<file path="src/rtl/slot7_pkg.sv">
package slot7_pkg;
  localparam int unsigned DEF_LANES      = 4;
  localparam int unsigned DEF_SLOTS      = 7;
  localparam int unsigned DEF_LOCK_WORDS = 3;
  localparam logic [DEF_SLOTS-1:0] DEF_FRAME_MARK = 7'b1100011;

  // strobes from control to datapath
  typedef struct packed {
    logic capture;    // load assembled word into the capture stage
    logic publish;    // move capture stage to the output word
    logic clearWord;  // force output word to zero
    logic flush;      // empty every shift register
  } deserStrobe_t;
endpackage

</file>
<file path="src/rtl/slot7_datapath.sv">
module slot7_datapath
  import slot7_pkg::*;
#(
  parameter int unsigned LANES = DEF_LANES,
  parameter int unsigned SLOTS = DEF_SLOTS,
  parameter logic [SLOTS-1:0] FRAME_MARK = DEF_FRAME_MARK,
  localparam int unsigned WORD_W = LANES * SLOTS
) (
  input  logic              clk,
  input  logic              rstN,
  input  logic [LANES-1:0]  laneIn,
  input  logic              clkLaneIn,
  input  deserStrobe_t      strobe,
  output logic              matchHit,
  output logic [WORD_W-1:0] wordReg
);

  logic [LANES-1:0][SLOTS-1:0] laneSr;
  logic [SLOTS-1:0]            clkSr;
  logic [WORD_W-1:0]           assembled;
  logic [WORD_W-1:0]           captureReg;

  // shift stage: newest slot enters at bit 0, oldest sits at the top
  always_ff @(posedge clk or negedge rstN) begin
    if (!rstN) begin
      laneSr <= '0;
      clkSr  <= '0;
    end else if (strobe.flush) begin
      laneSr <= '0;
      clkSr  <= '0;
    end else begin
      for (int k = 0; k < LANES; k++) begin
        laneSr[k] <= {laneSr[k][SLOTS-2:0], laneIn[k]};
      end
      clkSr <= {clkSr[SLOTS-2:0], clkLaneIn};
    end
  end

  assign matchHit = (clkSr == FRAME_MARK);

  // slot j of lane k (j-th to arrive) maps to word bit k*SLOTS+j
  for (genvar k = 0; k < LANES; k++) begin : g_lane
    for (genvar j = 0; j < SLOTS; j++) begin : g_slot
      assign assembled[k*SLOTS+j] = laneSr[k][SLOTS-1-j];
    end
  end

  // two word stages: capture at each boundary, publish one boundary later
  always_ff @(posedge clk or negedge rstN) begin
    if (!rstN) begin
      captureReg <= '0;
      wordReg    <= '0;
    end else begin
      if (strobe.flush) begin
        captureReg <= '0;
      end else if (strobe.capture) begin
        captureReg <= assembled;
      end
      if (strobe.clearWord) begin
        wordReg <= '0;
      end else if (strobe.publish) begin
        wordReg <= captureReg;
      end
    end
  end

endmodule

</file>
<file path="src/rtl/slot7_control.sv">
module slot7_control
  import slot7_pkg::*;
#(
  parameter int unsigned SLOTS      = DEF_SLOTS,
  parameter int unsigned LOCK_WORDS = DEF_LOCK_WORDS,
  localparam int unsigned PHASE_W   = $clog2(SLOTS),
  localparam int unsigned CNT_W     = $clog2(LOCK_WORDS + 1),
  localparam int unsigned HIGH_LEN  = (SLOTS + 1) / 2,
  localparam int unsigned HIGH_FROM = SLOTS - HIGH_LEN
) (
  input  logic         clk,
  input  logic         rstN,
  input  logic         powerDown,
  input  logic         matchHit,
  output deserStrobe_t strobe,
  output logic         lockedReg,
  output logic         validReg,
  output logic         clkRaw
);

  localparam logic [PHASE_W-1:0] LAST_PHASE = PHASE_W'(SLOTS - 1);
  localparam logic [PHASE_W-1:0] HIGH_PH    = PHASE_W'(HIGH_FROM);
  localparam logic [CNT_W-1:0]   LOCK_VAL   = CNT_W'(LOCK_WORDS);
  localparam logic [CNT_W-1:0]   ONE_VAL    = CNT_W'(1);

  logic [PHASE_W-1:0] phase, phaseNext;
  logic [CNT_W-1:0]   goodCnt, cntNext;
  logic               frameSeen, seenNext;
  logic               expectEdge, goodEdge, missEdge, lockNext;

  always_comb begin
    expectEdge = frameSeen && (phase == LAST_PHASE);
    goodEdge   = matchHit && expectEdge;
    missEdge   = !matchHit && expectEdge;
    cntNext    = goodCnt;
    seenNext   = frameSeen;
    phaseNext  = phase;
    if (matchHit) begin
      cntNext   = goodEdge ? ((goodCnt == LOCK_VAL) ? goodCnt : goodCnt + ONE_VAL) : ONE_VAL;
      seenNext  = 1'b1;
      phaseNext = '0;
    end else if (missEdge) begin
      cntNext   = '0;
      seenNext  = 1'b0;
      phaseNext = '0;
    end else if (frameSeen) begin
      phaseNext = phase + PHASE_W'(1);
    end
    lockNext = (cntNext == LOCK_VAL);
  end

  always_comb begin
    strobe.capture   = matchHit && !powerDown;
    strobe.publish   = matchHit && lockNext && !powerDown;
    strobe.clearWord = powerDown || !lockNext;
    strobe.flush     = powerDown;
  end

  always_ff @(posedge clk or negedge rstN) begin
    if (!rstN) begin
      phase     <= '0;
      goodCnt   <= '0;
      frameSeen <= 1'b0;
      lockedReg <= 1'b0;
      validReg  <= 1'b0;
    end else if (powerDown) begin
      phase     <= '0;
      goodCnt   <= '0;
      frameSeen <= 1'b0;
      lockedReg <= 1'b0;
      validReg  <= 1'b0;
    end else begin
      phase     <= phaseNext;
      goodCnt   <= cntNext;
      frameSeen <= seenNext;
      lockedReg <= lockNext;
      validReg  <= matchHit && lockNext;
    end
  end

  assign clkRaw = lockedReg && (phase >= HIGH_PH);

  // lock can only appear on the edge acting on a boundary
  a_r4_lock_on_boundary: assert property (@(posedge clk) disable iff (!rstN)
    $rose(lockedReg) |-> $past(matchHit));

  // a missing boundary at the expected cycle drops lock
  a_r5_miss_drops_lock: assert property (@(posedge clk) disable iff (!rstN)
    (frameSeen && phase == LAST_PHASE && !matchHit) |=> !lockedReg);

  // an out-of-step boundary restarts the run at one
  a_r5_slip_restarts: assert property (@(posedge clk) disable iff (!rstN)
    (matchHit && !powerDown && !(frameSeen && phase == LAST_PHASE)) |=> (goodCnt == ONE_VAL));

  // valid only while locked
  a_r7_valid_when_locked: assert property (@(posedge clk) disable iff (!rstN)
    validReg |-> lockedReg);

  // power-down empties the control state
  a_r10_pd_clears: assert property (@(posedge clk) disable iff (!rstN)
    powerDown |=> (!lockedReg && goodCnt == '0 && !frameSeen));

endmodule

</file>
<file path="src/rtl/slot7_deserializer.sv">
module slot7_deserializer
  import slot7_pkg::*;
#(
  parameter int unsigned LANES      = DEF_LANES,
  parameter int unsigned SLOTS      = DEF_SLOTS,
  parameter int unsigned LOCK_WORDS = DEF_LOCK_WORDS,
  parameter logic [SLOTS-1:0] FRAME_MARK = DEF_FRAME_MARK,
  localparam int unsigned WORD_W = LANES * SLOTS
) (
  input  logic              bitClk,
  input  logic              rstN,
  input  logic              powerDown,
  input  logic [LANES-1:0]  laneIn,
  input  logic              clkLaneIn,
  output logic [WORD_W-1:0] wordOut,
  output logic              wordValid,
  output logic              wordClk,
  output logic              locked
);

  deserStrobe_t      strobe;
  logic              matchHit;
  logic [WORD_W-1:0] wordReg;
  logic              lockedReg, validReg, clkRaw;

  slot7_datapath #(
    .LANES(LANES), .SLOTS(SLOTS), .FRAME_MARK(FRAME_MARK)
  ) datapath_i (
    .clk(bitClk), .rstN(rstN), .laneIn(laneIn), .clkLaneIn(clkLaneIn),
    .strobe(strobe), .matchHit(matchHit), .wordReg(wordReg)
  );

  slot7_control #(
    .SLOTS(SLOTS), .LOCK_WORDS(LOCK_WORDS)
  ) control_i (
    .clk(bitClk), .rstN(rstN), .powerDown(powerDown), .matchHit(matchHit),
    .strobe(strobe), .lockedReg(lockedReg), .validReg(validReg), .clkRaw(clkRaw)
  );

  // power-down forces every output low in the same cycle
  assign wordOut   = powerDown ? '0 : wordReg;
  assign wordValid = validReg && !powerDown;
  assign wordClk   = clkRaw && !powerDown;
  assign locked    = lockedReg && !powerDown;

  // the word register holds zero whenever control reports no lock
  a_r9_zero_unlocked: assert property (@(posedge bitClk) disable iff (!rstN)
    !lockedReg |-> (wordReg == '0));

  // a new word is published only on the edge after a boundary
  a_r6_valid_after_match: assert property (@(posedge bitClk) disable iff (!rstN)
    validReg |-> $past(matchHit));

  // output clock stays low when unlocked
  a_r8_clk_low_unlocked: assert property (@(posedge bitClk) disable iff (!rstN)
    !lockedReg |-> !clkRaw);

endmodule

</file>
<file path="config.mk">
export PLATFORM = sky130hd
export DESIGN_NAME = slot7_deserializer
export DESIGN_NICKNAME = d
export VERILOG_FILES = /design/src/rtl/slot7_pkg.sv /design/src/rtl/slot7_datapath.sv /design/src/rtl/slot7_control.sv /design/src/rtl/slot7_deserializer.sv
export SDC_FILE = /design/constraint.sdc
export NUM_CORES = 1
export LEC_CHECK = 0
export BUFFER_PORTS_ARGS = -buffer_cell sky130_fd_sc_hd__buf_2
export CORE_AREA = 4 4 96 143
export CTS_CLUSTER_DIAMETER = 100
export DETAILED_ROUTE_END_ITERATION = 10
export DIE_AREA = 0 0 100 147
export HOLD_SLACK_MARGIN = 0.02
export SYNTH_ARGS = -nofsm -noshare
export SYNTH_HDL_FRONTEND = slang
export SYNTH_SLANG_ARGS = --single-unit
</file>
<file path="constraint.sdc">
create_clock -name bitClk -period 1.7 [get_ports bitClk]
set_clock_uncertainty 0.15 [all_clocks]
set_input_delay 0.17 -clock bitClk [delete_from_list [all_inputs] [get_ports bitClk]]
set_output_delay 0.17 -clock bitClk [all_outputs]
set_load 0.01 [all_outputs]
</file>
==> reports/qor.csv <==
metric;value;unit
Vias;2771;
dpl ws;-83.4;ps
drt total wl;8.45;mm
via count of the first global-routing pass;2799;
r2r startpoint;control_i.phase[1];
Worst R2R End;control_i.goodCnt[1];
# port buffers;38;
Layout area overhead;25.2;%
Die H;147;um
Worst Setup Path Type;flip-flop to output port;
Hold Slack;48.7;ps
first-iteration detailed-routing DRC count;106;
Synthesized Nets;381;
worst min path class;input pin to flip-flop;
Net Sw Power;914;uW
die area;0.0147;mm^2
Worst Hold Depth;2;
#FFs+latches synth;99;
Slew headroom;73.1;%
area of the core;0.0124;mm^2
critical path cell sequence;ha_4 > ha_4 > a211oi_2 > nor2b_1 > buf_2;
sequential share of power;55.4;%
CP startpoint kind;flip-flop;
syn_area_per_cell;10.6;um^2
Clock power frac;41.5;%
Crit path arrival time;1480;ps
Logic pwr share;3.2;%
cells after synthesis;370;
largest net degree at the start of global routing;42;
H-tree depth;3;
Tmin final;1800;ps
commonest non-fill, non-tap cell in the layout;dfrtp_1;
RSZ-0062 raised after global routing;true;
number of antenna diodes;0;
max cap viols;0;
hold endpoint;datapath_i.captureReg[26];
total CTS buffers;9;
CTS tree;yes;
final worst slack;-98.1;ps
Reg clk slew, reported paths;60;ps
Post-DRT Antenna Nets;0;
Die Span X;100;um
sequential element share of the synthesized area;62.9;%
status;finished, violations left;
Crit Path Max Fanout;3;
CP max-delay cell;dfrtp_1;
root buffer cell;clkbuf_16;
Int Pwr;3390;uW
# rows;50;
Final HPWL DP;5.13;mm
CTS Buffer Depth;2;
commonest cells after routing, fill and taps aside;dfrtp_1, nor2b_1, nand2_1, buf_2, a21oi_1;
Remaining Overflow, GRT;0;
Vias/cell;4.78;
Pwr per Cell Area;873;mW/mm^2
Leak;0.00219;uW
Hold Startpoint;powerDown;
layout cell share with drive strength beyond 1;21.7;%
setup violators final;33;
Final period util;106;%
Worst R2R Setup Slack;-100;ps
failing checks;setup timing;
library cells used by synthesis;26;
setup TNS;-2250;ps
Ys Warns;0;
Critical Path RT;1380;ps
f_max;0.556;GHz
DRT Pass-1 Iters;4;
Total GRT Usage;11.7;%
worst vdd ir;0.424;mV
Crit path top cell by count;ha_4;
synthesized area;0.00394;mm^2
initial core utilization;31.6;%
wire per inst;14.6;um
Sw Ratio;21.2;%
initial antenna violation count;0;
Final #Nets;432;
Slew Limit Fails;0;
DRC violations left;0;
final-report hold violation count;0;
Clock Sinks;99;
I/O Pins;39;
Tightest Pin Transition;404;ps
first-pass GRT wire length;13.8;mm
FF-to-FF path depth;7;
CP endpoint kind;output port;
worst skew pair latency;340;ps
RePlAce Congestion;0.694;
Crit path largest cell delay;420;ps
[cells in the mapped netlist, drive strengths merged]
library cell   n  area, um^2
dfrtp         99        2480
nor2b         68         428
nand2         59         221
a21oi         33         165
nor2          29         109
a22oi         28         210
buf           20         106
clkbuf         6        22.5
nor3           5        25.0
inv            4        15.0
nand3          4        20.0
ha             3        37.5
mux2i          2        20.0
o21ai          2        10.0
a211oi         1        7.51
and3           1        6.26
and4bb         1        12.5
mux2           1        11.3
nand3b         1        7.51
nand4bb        1        11.3
o211a          1        10.0
or3            1        6.26
[cells by family after synthesis]
kind of cell               synth area share, %
and+or+nand+nor                           21.5
adders and majority gates                0.953
muxes                                    0.794
DFF                                       62.9
AOI/OAI and AO/OA                         10.2
buffers and inverters                     3.65
[critical path: cells and delay by family, from the launching register on]
| family | cells | cell delay (ps) |
|---|---|---|
| and+or+nand+nor | 1 | 70 |
| AOI/OAI and AO/OA | 1 | 170 |
| DFF | 1 | 420 |
| adders and majority gates | 2 | 330 |
| buffers and inverters | 1 | 140 |
[per-stage QoR]
stage	instances	power (uW)	instance area [um^2]	utilization [%]
floorplan	370	2470	3940	-
global placement	553	2550	4380	35.2
detailed placement	553	2560	4380	35.2
CTS	577	4350	4810	38.6
global route	580	4440	4930	39.6
finish	580	4300	4930	39.6
[power by group through the flow]
stage          sequential [uW]  combinational [uW]  clock (uW)
2_1_floorplan             2420                45.7           0
3_3_place_gp              2430                 127           0
3_5_place_dp              2430                 130           0
4_1_cts                   2380                 141        1830
5_1_grt                   2380                 155        1910
6_report                  2380                 136        1780
[cell type report]
cell class                      count  area, um^2
Fill cell                        1206        7520
Sequential cell                    99        2480
Multi-Input combinational cell    241        1450
Timing Repair Buffer               66         541
Clock buffer                       11         233
Tap cell                          156         195
Clock inverter                      3        17.5
Inverter                            4        15.0
[flip-flops by register name (all words and copies together), names as in the netlist]
name                   flops
control_i.goodCnt          2
control_i.validReg         1
datapath_i.assembled      28
datapath_i.wordReg        28
control_i.phase            3
control_i.frameSeen        1
datapath_i.clkSr           7
control_i.lockedReg        1
datapath_i.captureReg     28
[metal layers]
layer | up-vias | wire (um) | track usage [%]
li1 | 1312 | - | -
met4 | 0 | 273 | 6.27
met2 | 58 | 4370 | 18.9
met5 | - | 0 | 0
met1 | 1377 | 3470 | 14.4
met3 | 24 | 333 | 2.52
[timing repair]
item                                    in CTS  in global routing
resized for setup                           20                 12
setup buffers                                3                  0
cloned                                       1                  3
endpoints found under the setup margin      20                 41
hold buffers                                 6                  0
pin swaps                                    4                  5
endpoints found under the hold margin      104                  0
[worst max-delay path by stage]
stage                             start  cells after the start                endpoint  slack, ps
floorplan            control_i.phase[0]                      7  datapath_i.wordReg[10]         90
global placement    datapath_i.clkSr[2]                      5   datapath_i.wordReg[4]         30
detailed placement   control_i.phase[0]                      7      control_i.validReg        -80
CTS                  control_i.phase[0]                      5                 wordClk       -130
global route         control_i.phase[0]                      5                 wordClk       -180
finish               control_i.phase[0]                      5                 wordClk       -100
No activity file was read; power rests on OpenSTA's default activity.
